## config.mk

```make
export PLATFORM = sky130hd
export DESIGN_NAME = cc_alu
export DESIGN_NICKNAME = d
export VERILOG_FILES = /design/src/rtl/cc_alu_pkg.sv /design/src/rtl/cc_alu_core.sv /design/src/rtl/cc_cond_eval.sv /design/src/rtl/cc_alu.sv
export SDC_FILE = /design/constraint.sdc
export NUM_CORES = 1
export LEC_CHECK = 0
export BUFFER_PORTS_ARGS = -buffer_cell sky130_fd_sc_hd__buf_2
export CAP_MARGIN = 20
export CORE_ASPECT_RATIO = 1.75
export CORE_MARGIN = 4
export CORE_UTILIZATION = 35
export CTS_BUF_LIST = sky130_fd_sc_hd__clkbuf_8
export DETAILED_ROUTE_END_ITERATION = 16
export GPL_TIMING_DRIVEN = 0
export SLEW_MARGIN = 5
export SYNTH_ARGS = -nofsm -noshare
export SYNTH_HDL_FRONTEND = slang
export SYNTH_SLANG_ARGS = --single-unit
```

## constraint.sdc

```tcl
create_clock -name clk_i -period 5.7 [get_ports clk_i]
set_clock_uncertainty 0.15 [all_clocks]
set_input_delay 1.14 -clock clk_i [delete_from_list [all_inputs] [get_ports clk_i]]
set_output_delay 1.14 -clock clk_i [all_outputs]
set_load 0.05 [all_outputs]
```

## src/rtl/cc_alu_pkg.sv

```systemverilog
package cc_alu_pkg;
  typedef enum logic [3:0] {
    OP_ADD = 4'd0, OP_SUB = 4'd1, OP_AND = 4'd2, OP_XOR = 4'd3
  } alu_op_e;
  typedef enum logic [3:0] {
    C_ALW = 4'd0, C_LE = 4'd1, C_LT = 4'd2, C_EQ = 4'd3,
    C_NE  = 4'd4, C_GE = 4'd5, C_GT = 4'd6
  } cond_e;
  typedef struct packed {
    logic ovf;
    logic sgn;
    logic zro;
  } flags_t;
endpackage

```

## src/rtl/cc_alu_core.sv

```systemverilog
module cc_alu_core
  import cc_alu_pkg::*;
#(
  parameter int W = 32
) (
  input  logic [W-1:0] a_i,
  input  logic [W-1:0] b_i,
  input  logic [3:0]   op_i,
  output logic [W-1:0] res_o,
  output flags_t       nflags_o,
  output logic         bad_o
);
  localparam int MSB = W - 1;
  logic [W-1:0] sum, dif;
  logic ovf_add, ovf_sub;

  assign sum = b_i + a_i;
  assign dif = b_i - a_i;
  assign ovf_add = (a_i[MSB] == b_i[MSB]) && (sum[MSB] != b_i[MSB]);
  assign ovf_sub = (a_i[MSB] != b_i[MSB]) && (dif[MSB] != b_i[MSB]);

  always_comb begin
    res_o = '0;
    nflags_o.ovf = 1'b0;
    bad_o = 1'b0;
    unique case (op_i)
      OP_ADD: begin res_o = sum; nflags_o.ovf = ovf_add; end
      OP_SUB: begin res_o = dif; nflags_o.ovf = ovf_sub; end
      OP_AND: res_o = b_i & a_i;
      OP_XOR: res_o = b_i ^ a_i;
      default: bad_o = 1'b1;
    endcase
    nflags_o.sgn = res_o[MSB];
    nflags_o.zro = (res_o == '0);
  end

  always_comb begin
    assert_logic_ovf_R3: assert (!((op_i == OP_AND || op_i == OP_XOR) && nflags_o.ovf));
  end
endmodule

```

## src/rtl/cc_cond_eval.sv

```systemverilog
module cc_cond_eval
  import cc_alu_pkg::*;
(
  input  flags_t     flags_i,
  input  logic [3:0] cond_i,
  output logic       take_o,
  output logic       bad_o
);
  always_comb begin
    take_o = 1'b0;
    bad_o  = 1'b0;
    unique case (cond_i)
      C_ALW: take_o = 1'b1;
      C_LE:  take_o = flags_i.sgn | flags_i.zro;
      C_LT:  take_o = flags_i.sgn & ~flags_i.zro;
      C_EQ:  take_o = flags_i.zro;
      C_NE:  take_o = ~flags_i.zro;
      C_GE:  take_o = ~flags_i.sgn | flags_i.zro;
      C_GT:  take_o = ~flags_i.sgn & ~flags_i.zro;
      default: bad_o = 1'b1;
    endcase
  end

  always_comb begin
    assert_bad_quiet_R7: assert (!(bad_o && take_o));
  end
endmodule

```

## src/rtl/cc_alu.sv

```systemverilog
module cc_alu
  import cc_alu_pkg::*;
#(
  parameter int W = 32
) (
  input  logic         clk_i,
  input  logic         rst_ni,
  input  logic [W-1:0] a_i,
  input  logic [W-1:0] b_i,
  input  logic [3:0]   op_i,
  input  logic         set_flags_i,
  input  logic [3:0]   cond_i,
  output logic [W-1:0] result_o,
  output logic [2:0]   flags_o,
  output logic         cond_o,
  output logic         bad_op_o,
  output logic         bad_cond_o
);
  localparam flags_t FLAGS_RST = '{ovf: 1'b0, sgn: 1'b0, zro: 1'b1};
  flags_t nflags, flags_q;

  cc_alu_core #(.W(W)) u_core (
    .a_i(a_i), .b_i(b_i), .op_i(op_i),
    .res_o(result_o), .nflags_o(nflags), .bad_o(bad_op_o)
  );

  always_ff @(posedge clk_i or negedge rst_ni) begin
    if (!rst_ni)          flags_q <= FLAGS_RST;
    else if (set_flags_i) flags_q <= nflags;
  end

  cc_cond_eval u_cond (
    .flags_i(flags_q), .cond_i(cond_i),
    .take_o(cond_o), .bad_o(bad_cond_o)
  );

  assign flags_o = flags_q;

  assert_hold_R4: assert property (@(posedge clk_i) disable iff (!rst_ni)
    !set_flags_i |=> $stable(flags_o));
  assert_zero_R2: assert property (@(posedge clk_i) disable iff (!rst_ni)
    (set_flags_i && result_o == '0) |=> flags_o[0]);
  assert_sign_R2: assert property (@(posedge clk_i) disable iff (!rst_ni)
    set_flags_i |=> (flags_o[1] == $past(result_o[W-1])));
  assert_eq_cond_R6: assert property (@(posedge clk_i) disable iff (!rst_ni)
    (cond_i == 4'd3) |-> (cond_o == flags_o[0]));
  assert_always_R6: assert property (@(posedge clk_i) disable iff (!rst_ni)
    (cond_i == 4'd0) |-> cond_o);
endmodule

```

==> summary by stage, run 1 <==
Timing
Of the available clock period, the critical path in the final layout requires 99.5%. The final number of hold-violating endpoints was 0. The slew at the pin with the worst max-slew slack is 974 ps. The maximum clock frequency is 0.176 GHz. The worst slew margin relative to its limit is 34.9%.

The count of pins over their slew limit is 0. After layout, the minimum clock period comes to 5670 ps. Setup repair after global routing could not meet its margin everywhere. The final total negative setup slack is 0 ps. The final worst hold slack is 343 ps. Setup violations remaining at the end of the flow were counted as 0.

Routing
The routed design has 23500 um of wire. The DRC violations left is 0. The per-cell routed wire length is 21.4 um. The final antenna-violating net count is 0. The routed layout has 7049 vias. The DRC violation total after the first TritonRoute iteration is 619. The ratio of routed vias to standard cells is 6.41. The number of iterations in the first detailed-routing pass is 7.

Synthesis
The area share of the largest cell type after synthesis is 15.3%. Sorting the synthesized cells by area gives the leading types as sky130_fd_sc_hd__ha_1 15%, sky130_fd_sc_hd__a21oi_1 7.2%, sky130_fd_sc_hd__nand2_1 5.3%. The average instance in the mapped netlist occupies 6.54 sq um.

The register area share after synthesis is 1.46%. Yosys printed 0 warnings. By count the netlist is led by 75 x sky130_fd_sc_hd__a21oi_1, 74 x sky130_fd_sc_hd__nand2_1, 65 x sky130_fd_sc_hd__inv_1, 64 x sky130_fd_sc_hd__ha_1, 57 x sky130_fd_sc_hd__nor2_1. Synthesis instantiated 83 different standard cells from the library. The cell type with the highest aggregate area in the netlist is sky130_fd_sc_hd__ha_1. For this run, asynchronously set or reset flops after synthesis account for 100%. The number of nets in the synthesized netlist is 942.

The synthesized instance count is 801. The dominant synthesized flop cell is sky130_fd_sc_hd__dfrtp_1. The register bit total from synthesis is 3.

The total standard cell area after synthesis is 5240 sq um. The number of enable-type register cells in the synthesized netlist is 0. The most frequently used cell type in the post-synthesis netlist is sky130_fd_sc_hd__a21oi_1.

Placement
The cell area reported after detailed placement is 6030 sq um. After legalization and detailed placement, the total HPWL measured 19300 um. In this run the tool buffered the top-level ports with 111 buffer cells. Routability-driven placement finished with a final weighted congestion of 1.01.

Status
The flow ran to the end, and the final reports show no timing, DRC or antenna violations.

Pwr
For this design the ratio of total power to cell area is 131 nW/um^2. Across the VDD grid, the largest voltage drop is 57.0 uV. Summed over all cells, the static leakage comes to 0.00281 uW.

Clocking
The clock tree from TritonCTS is done. The H-tree level count is 1. The number of buffers added by the clock tree synthesis step is 3. The post-CTS clock slew at the launch and capture registers of the worst setup and hold paths is 30 ps. The clock tree root buffer cell is sky130_fd_sc_hd__clkbuf_8.

The tree built by TritonCTS fans out to 3 sinks. The number of hold buffers added after CTS was 0. For the worst-skew pair, the clock arrives at the later sink with an insertion delay of 210 ps. The clock passes through at most 2 buffers.

Hold path
The worst hold path belongs to the class reg2reg. In this run the most critical hold path is launched from flags_o[2]. The path with the worst hold slack has its endpoint at flags_o[2]. The worst hold path was traced through 2 stages.

Floorplan
The placeable core area is 14500 sq um. The floorplan die area is 17100 sq um. The standard-cell row count is 58. The starting density of the core is 36.1%. From left edge to right edge, the die measures 100 um. The floorplan step set the die height to 170 um. The number of top-level pins is 113.

Critical path
STA classifies the critical path startpoint as a primary input. STA puts the critical path data arrival time at 4380 ps. The worst register-to-register path begins at flags_o[1].

The endpoint of the most critical register-to-register path is flags_o[1]. The class of the most critical setup path is in2out. Counting cells, the worst reg-to-reg path comes to 1. The largest fanout of any net on the critical path is 5. The worst setup path is captured at an output port. Setup slack on the worst reg-to-reg path comes out at 4750 ps. Data on the critical path is required at its endpoint by 4410 ps.

Final layout
The post-synthesis to final-layout area growth is 20.0%. The finished layout cell area is 6280 sq um. At the end of the flow, the number of nets in the layout was 1061. The register with the most flip-flops in the layout has 3 of them. The diode insertion count for antenna repair is 0. Of the cells placed in the final design, the portion with a size suffix greater than 1 is 21.0%. The utilization after layout is 43.3%.

Global routing
The first-pass GRT wire length is 35400 um. The initial antenna violation count is 0. The via count of the first global-routing pass is 6824.

The remaining global-route overflow is 0. Entering global routing, the biggest net connects 11 pins. Global routing consumed, over all layers together, 25.9% of the routing resources.

Flow run
The number of max-cap violations is 0.
stage by stage:
step | worst slack, ps | power, uW | instances
after CTS | 0.322 | 802 | 1100
after detailed placement | -962 | 722 | 1093
after floorplan | 17.3 | 519 | 801
after global placement | -927 | 722 | 1092
final | 30.0 | 825 | 1099
after global routing | -113 | 878 | 1099
how the worst max path moves through the flow:
| stage | startpoint | slack (ps) | to |
|---|---|---|---|
| 6_report | a_i[1] | 30 | result_o[31] |
| 5_1_grt | a_i[16] | -110 | result_o[31] |
| 4_1_cts | a_i[1] | 0.3 | result_o[31] |
| 3_5_place_dp | op_i[3] | -960 | result_o[25] |
| 3_3_place_gp | op_i[3] | -930 | result_o[25] |
| 2_1_floorplan | a_i[4] | 20 | result_o[23] |
layout make-up:
type,instances,area (sq um)
timing repair buffer,115,588
clock buffer,3,41.3
clock inverter,1,3.75
inverter,67,251
buffer,48,223
multi-input combinational,682,4870
tap,180,225
sequential,3,76.3
fill,1627,8230
kinds of logic (layout without fill, tap and decap cells):
family	count (synthesis)	in the layout	share of synthesized area (%)
AO/OA/AOI/OAI	302	302	40.8
XOR/XNOR	9	9	1.51
adder cells (fa/ha/maj)	66	66	16.1
buffers and inverters	116	234	8.87
flip-flops	3	3	1.46
multiplexers	16	16	3.39
AND/OR/NAND/NOR	289	289	27.9
critical path: stages:
cell                        delay, ps
sky130_fd_sc_hd__buf_2            120
sky130_fd_sc_hd__inv_1             80
sky130_fd_sc_hd__ha_1             320
sky130_fd_sc_hd__nand2b_4         150
sky130_fd_sc_hd__a2111o_1         510
sky130_fd_sc_hd__a2111oi_4        320
sky130_fd_sc_hd__buf_4            210
sky130_fd_sc_hd__o31ai_4           80
sky130_fd_sc_hd__and2_4           210
sky130_fd_sc_hd__o21ai_2          220
sky130_fd_sc_hd__o41ai_2          110
sky130_fd_sc_hd__xor2_1           150
sky130_fd_sc_hd__nor2_1            60
sky130_fd_sc_hd__a221o_1          340
sky130_fd_sc_hd__buf_4            150
sky130_fd_sc_hd__buf_2            200
where the power goes:
| part | internal, uW | leakage [uW] | switching [uW] |
|---|---|---|---|
| Combinational | 241 | 0.00275 | 502 |
| Clock | 45.7 | 0.0000269 | 12.7 |
| Sequential | 22.5 | 0.0000377 | 1.10 |
| Total | 309 | 0.00281 | 516 |
metal layers:
metal	track usage, %	share of wire [%]	vias to the layer above	wire, um
met4	15.7	7.2	0	1700
met1	26.5	34	3253	7970
met3	1.73	7.0	112	1650
met5	0	0	-	0
li1	-	-	3274	-
met2	49.9	52	410	12200
placed cells by master, fill, tap and decap left out, types with 14 or more instances in the layout:
cell / netlist / routed
sky130_fd_sc_hd__nand2_1: 74 / 74
sky130_fd_sc_hd__a21oi_1: 75 / 71
sky130_fd_sc_hd__ha_1: 64 / 64
sky130_fd_sc_hd__a211oi_1: 16 / 16
sky130_fd_sc_hd__or3_1: 14 / 14
sky130_fd_sc_hd__nand3_1: 19 / 19
sky130_fd_sc_hd__clkbuf_1: 37 / 27
sky130_fd_sc_hd__nor2b_1: 14 / 14
sky130_fd_sc_hd__buf_2: 7 / 118
sky130_fd_sc_hd__o21ai_0: 44 / 40
sky130_fd_sc_hd__nor2_1: 57 / 55
sky130_fd_sc_hd__inv_1: 65 / 66
sky130_fd_sc_hd__nor3_1: 29 / 28
repair_timing:
action / in CTS / in global routing
gates resized for setup: 27 / 27
buffers inserted: 3 / 0
endpoints found under the setup margin: 16 / 10
pin swaps: 5 / 1
cloned: 0 / 0
Power figures use the tool's default switching activity.
==> inputs of run 2 (changes only) <==
CORE_UTILIZATION = 42   (was 35)
SETUP_SLACK_MARGIN = 0.5   (was not set)
==> run 2 against run 1 <==
  * Critical path depth is 4 lower
  * Count of clock-buffer cells in the layout stayed put
  * Register-to-register slack worse by 30 ps
  * Sequential share of layout area is 0.16 points lower
  * Clock power is 2% higher
  * Highest routed layer unchanged
==> summary by stage, run 2 (synthesized netlist as in run 1, its figures left out) <==
Status
The run finished with clean final reports.

Timing
The maximum clock frequency came to 0.191 GHz (+8.0%). The worst slew margin relative to its limit is 44.4% (+9.5 points). The count of pins over their slew limit is 0 (unchanged). The final setup violation count is 0 (unchanged). The slew at the pin with the worst max-slew slack is 834 ps (-140 ps). The share of the clock period used by the worst path is 92.1% (-7.4 points). The shortest clock period the worst path allows after layout is 5250 ps (-421 ps). The final number of hold-violating endpoints is 0 (unchanged). The final worst hold slack is 358 ps (+14.1 ps). Setup repair after global routing could not meet its margin everywhere.

Final layout
The net count of the finished layout is 1084 (+2.2%). In the layout the commonest cells are 103 x sky130_fd_sc_hd__buf_2, 71 x sky130_fd_sc_hd__nand2_1, 64 x sky130_fd_sc_hd__a21oi_1. The number of fill cells is 1199 (-26%).

The utilization after layout is 59.9% (+17 points). The flip-flop count of the largest register after layout is 3 (unchanged). The finished layout cell area was 7270 sq um (+16%). The fraction of final layout cells sized beyond drive strength 1 is 32.5% (+11 points). The most frequent standard cell in the layout excluding fill and tap cells is sky130_fd_sc_hd__buf_2. The diode insertion count for antenna repair came to 0 (unchanged). The area occupied by registers came to 76.3 sq um (unchanged). The post-synthesis to final-layout area growth is 38.8%. The combined area of the multi-input logic cells is 5530 sq um (+13%).

Pwr
The power per unit of standard cell area is 132 nW/um^2 (+0.77%). The worst IR drop on VDD came to 65.1 uV (+14%). The leakage power total is 0.00309 uW (+9.6%).

Clocking
The clock tree from TritonCTS is done. The source-to-sink clock delay at the later pin of the worst-skew pair is 210 ps (about the same). The hold-fix buffer count after cts is 0 (unchanged). The number of clock sinks seen by CTS came to 3 (unchanged). The number of buffers added by the clock tree synthesis step is 3 (unchanged). The maximum number of buffers from clock root to sink came to 2 (unchanged). The post-CTS clock slew at the launch and capture registers of the worst setup and hold paths was 30 ps (about the same). CTS placed an instance of sky130_fd_sc_hd__clkbuf_8 at the clock tree root.

The H-tree level count is 1 (unchanged).

Routing
The final antenna-violating net count is 0 (unchanged). The total wire length is 25600 um (+8.8%). The routed wire length on met3 is 1580 um (-3.8%). The DRC violation total after the first TritonRoute iteration is 540 (-13%). The number of vias after detailed routing is 7280 (+3.3%). The number of iterations in the first detailed-routing pass is 7 (unchanged). The total routed wire length on the met1 layer is 8600 um (+7.9%). The detailed router used layers up to and including met4. The ratio of routed vias to standard cells is 6.58 (+2.5%). The wire length on met2 came to 13500 um (+10%). The DRC violations left is 0 (unchanged). The per-cell routed wire length came to 23.1 um (+8.0%).

Placement
The count of input and output buffers came to 111 (unchanged). The placer's final routability congestion estimate is 0.987 (-2.3%). The cell area reported after detailed placement was 6030 sq um (about the same). The total half-perimeter wirelength after legalization and detailed placement is 20200 um (+4.3%).

Global routing
The maximum number of pins on one net before global-route repair is 11 (unchanged). The initial antenna violation count came to 0 (unchanged). The via count of the first global-routing pass is 7181 (+5.2%). The first-pass GRT wire length came to 38600 um (+9.0%). The remaining global-route overflow is 0 (unchanged).

The global router's overall resource usage is 33.7% (+7.8 points).

Floorplan
The starting density of the core is 43.1% (+7.1 points). The die height was 156 um (-8.3%). The placeable core area came to 12100 sq um (-16%). The standard-cell row count is 53 (-8.6%). The floorplan die area was 14400 sq um (-16%). The die outline width is 92.4 um (-8.0%). The number of top-level pins was 113 (unchanged).

Critical path
The worst setup path is launched from a primary input. The sort of element at the end of the critical path is an output port. The class of the most critical setup path is in2out.

The worst path arrival time came to 3960 ps (-420 ps). The data required time at the worst endpoint was 4410 ps (about the same). The largest fanout of any net on the critical path came to 10 (+5).

Flow run
The number of max-cap violations is 0 (unchanged).

Hold path
The class of the tightest hold or removal check is reg2reg.
[run 2: cell count changes in the layout (fill, tap and decap cells not counted), sizes merged]
cell,before,now
buf,125,152
clkbuf,41,37
[run 2: where the power goes]
| part | switching [uW] | leakage (uW) | internal (uW) | total [uW] |
|---|---|---|---|---|
| Combinational | 559 | 0.00302 | 319 | 878 |
| Clock | 13.9 | 0.0000269 | 45.8 | 59.7 |
| Sequential | 1.35 | 0.0000377 | 22.5 | 23.8 |
[run 2: stage by stage]
step	total power (uW)	instances	TNS, ps	worst slack [ps]
2_1_floorplan	522	801	0	406
3_3_place_gp	719	1077	-8180	-751
3_5_place_dp	726	1078	-9170	-926
4_1_cts	884	1100	0	478
5_1_grt	1020	1107	0	382
6_report	962	1107	0	451
[run 2: layout make-up]
type,count,area share (%)
Multi-Input combinational cell,682,76.1
Tap cell,165,2.84
Sequential cell,3,1.05
Buffer,49,4.56
Timing Repair Buffer,137,11.3
Clock inverter,1,0.0516
Clock buffer,3,0.568
Inverter,67,3.49
[run 2: what timing repair did]
action / CTS / global route
cloned: 1 / 0
pin swaps: 28 / 25
endpoints found under the setup margin: 27 / 15
gates resized for setup: 154 / 95
setup buffers: 17 / 7
[run 2: critical path: stages]
cell,delay (ps)
sky130_fd_sc_hd__buf_2,170
sky130_fd_sc_hd__nor2_4,340
sky130_fd_sc_hd__inv_1,90
sky130_fd_sc_hd__buf_2,220
sky130_fd_sc_hd__nor2_4,370
sky130_fd_sc_hd__clkbuf_4,380
sky130_fd_sc_hd__buf_2,370
sky130_fd_sc_hd__a21oi_1,150
sky130_fd_sc_hd__o21ai_0,120
sky130_fd_sc_hd__mux2i_1,110
sky130_fd_sc_hd__o21ai_1,270
sky130_fd_sc_hd__buf_6,210
[run 2: per-layer routing]
| metal | vias to the layer above | track usage [%] |
|---|---|---|
| li1 | 3327 | - |
| met4 | 0 | 21.3 |
| met3 | 110 | 2.65 |
| met1 | 3468 | 34.5 |
| met2 | 375 | 64.6 |
| met5 | - | 0 |
[run 2: worst paths after layout]
path | from | end | slack [ps] | cells past startpoint
setup / recovery | op_i[3] | result_o[23] | 450 | 12
hold / removal | flags_o[2] | flags_o[2] | 360 | 2
setup reg to reg | flags_o[1] | flags_o[1] | 4720 | 1
hold reg to reg | flags_o[2] | flags_o[2] | 360 | 2
max in group asynchronous | rst_ni | flags_o[0] | 4630 | 1
min in group asynchronous | rst_ni | flags_o[1] | 570 | 1
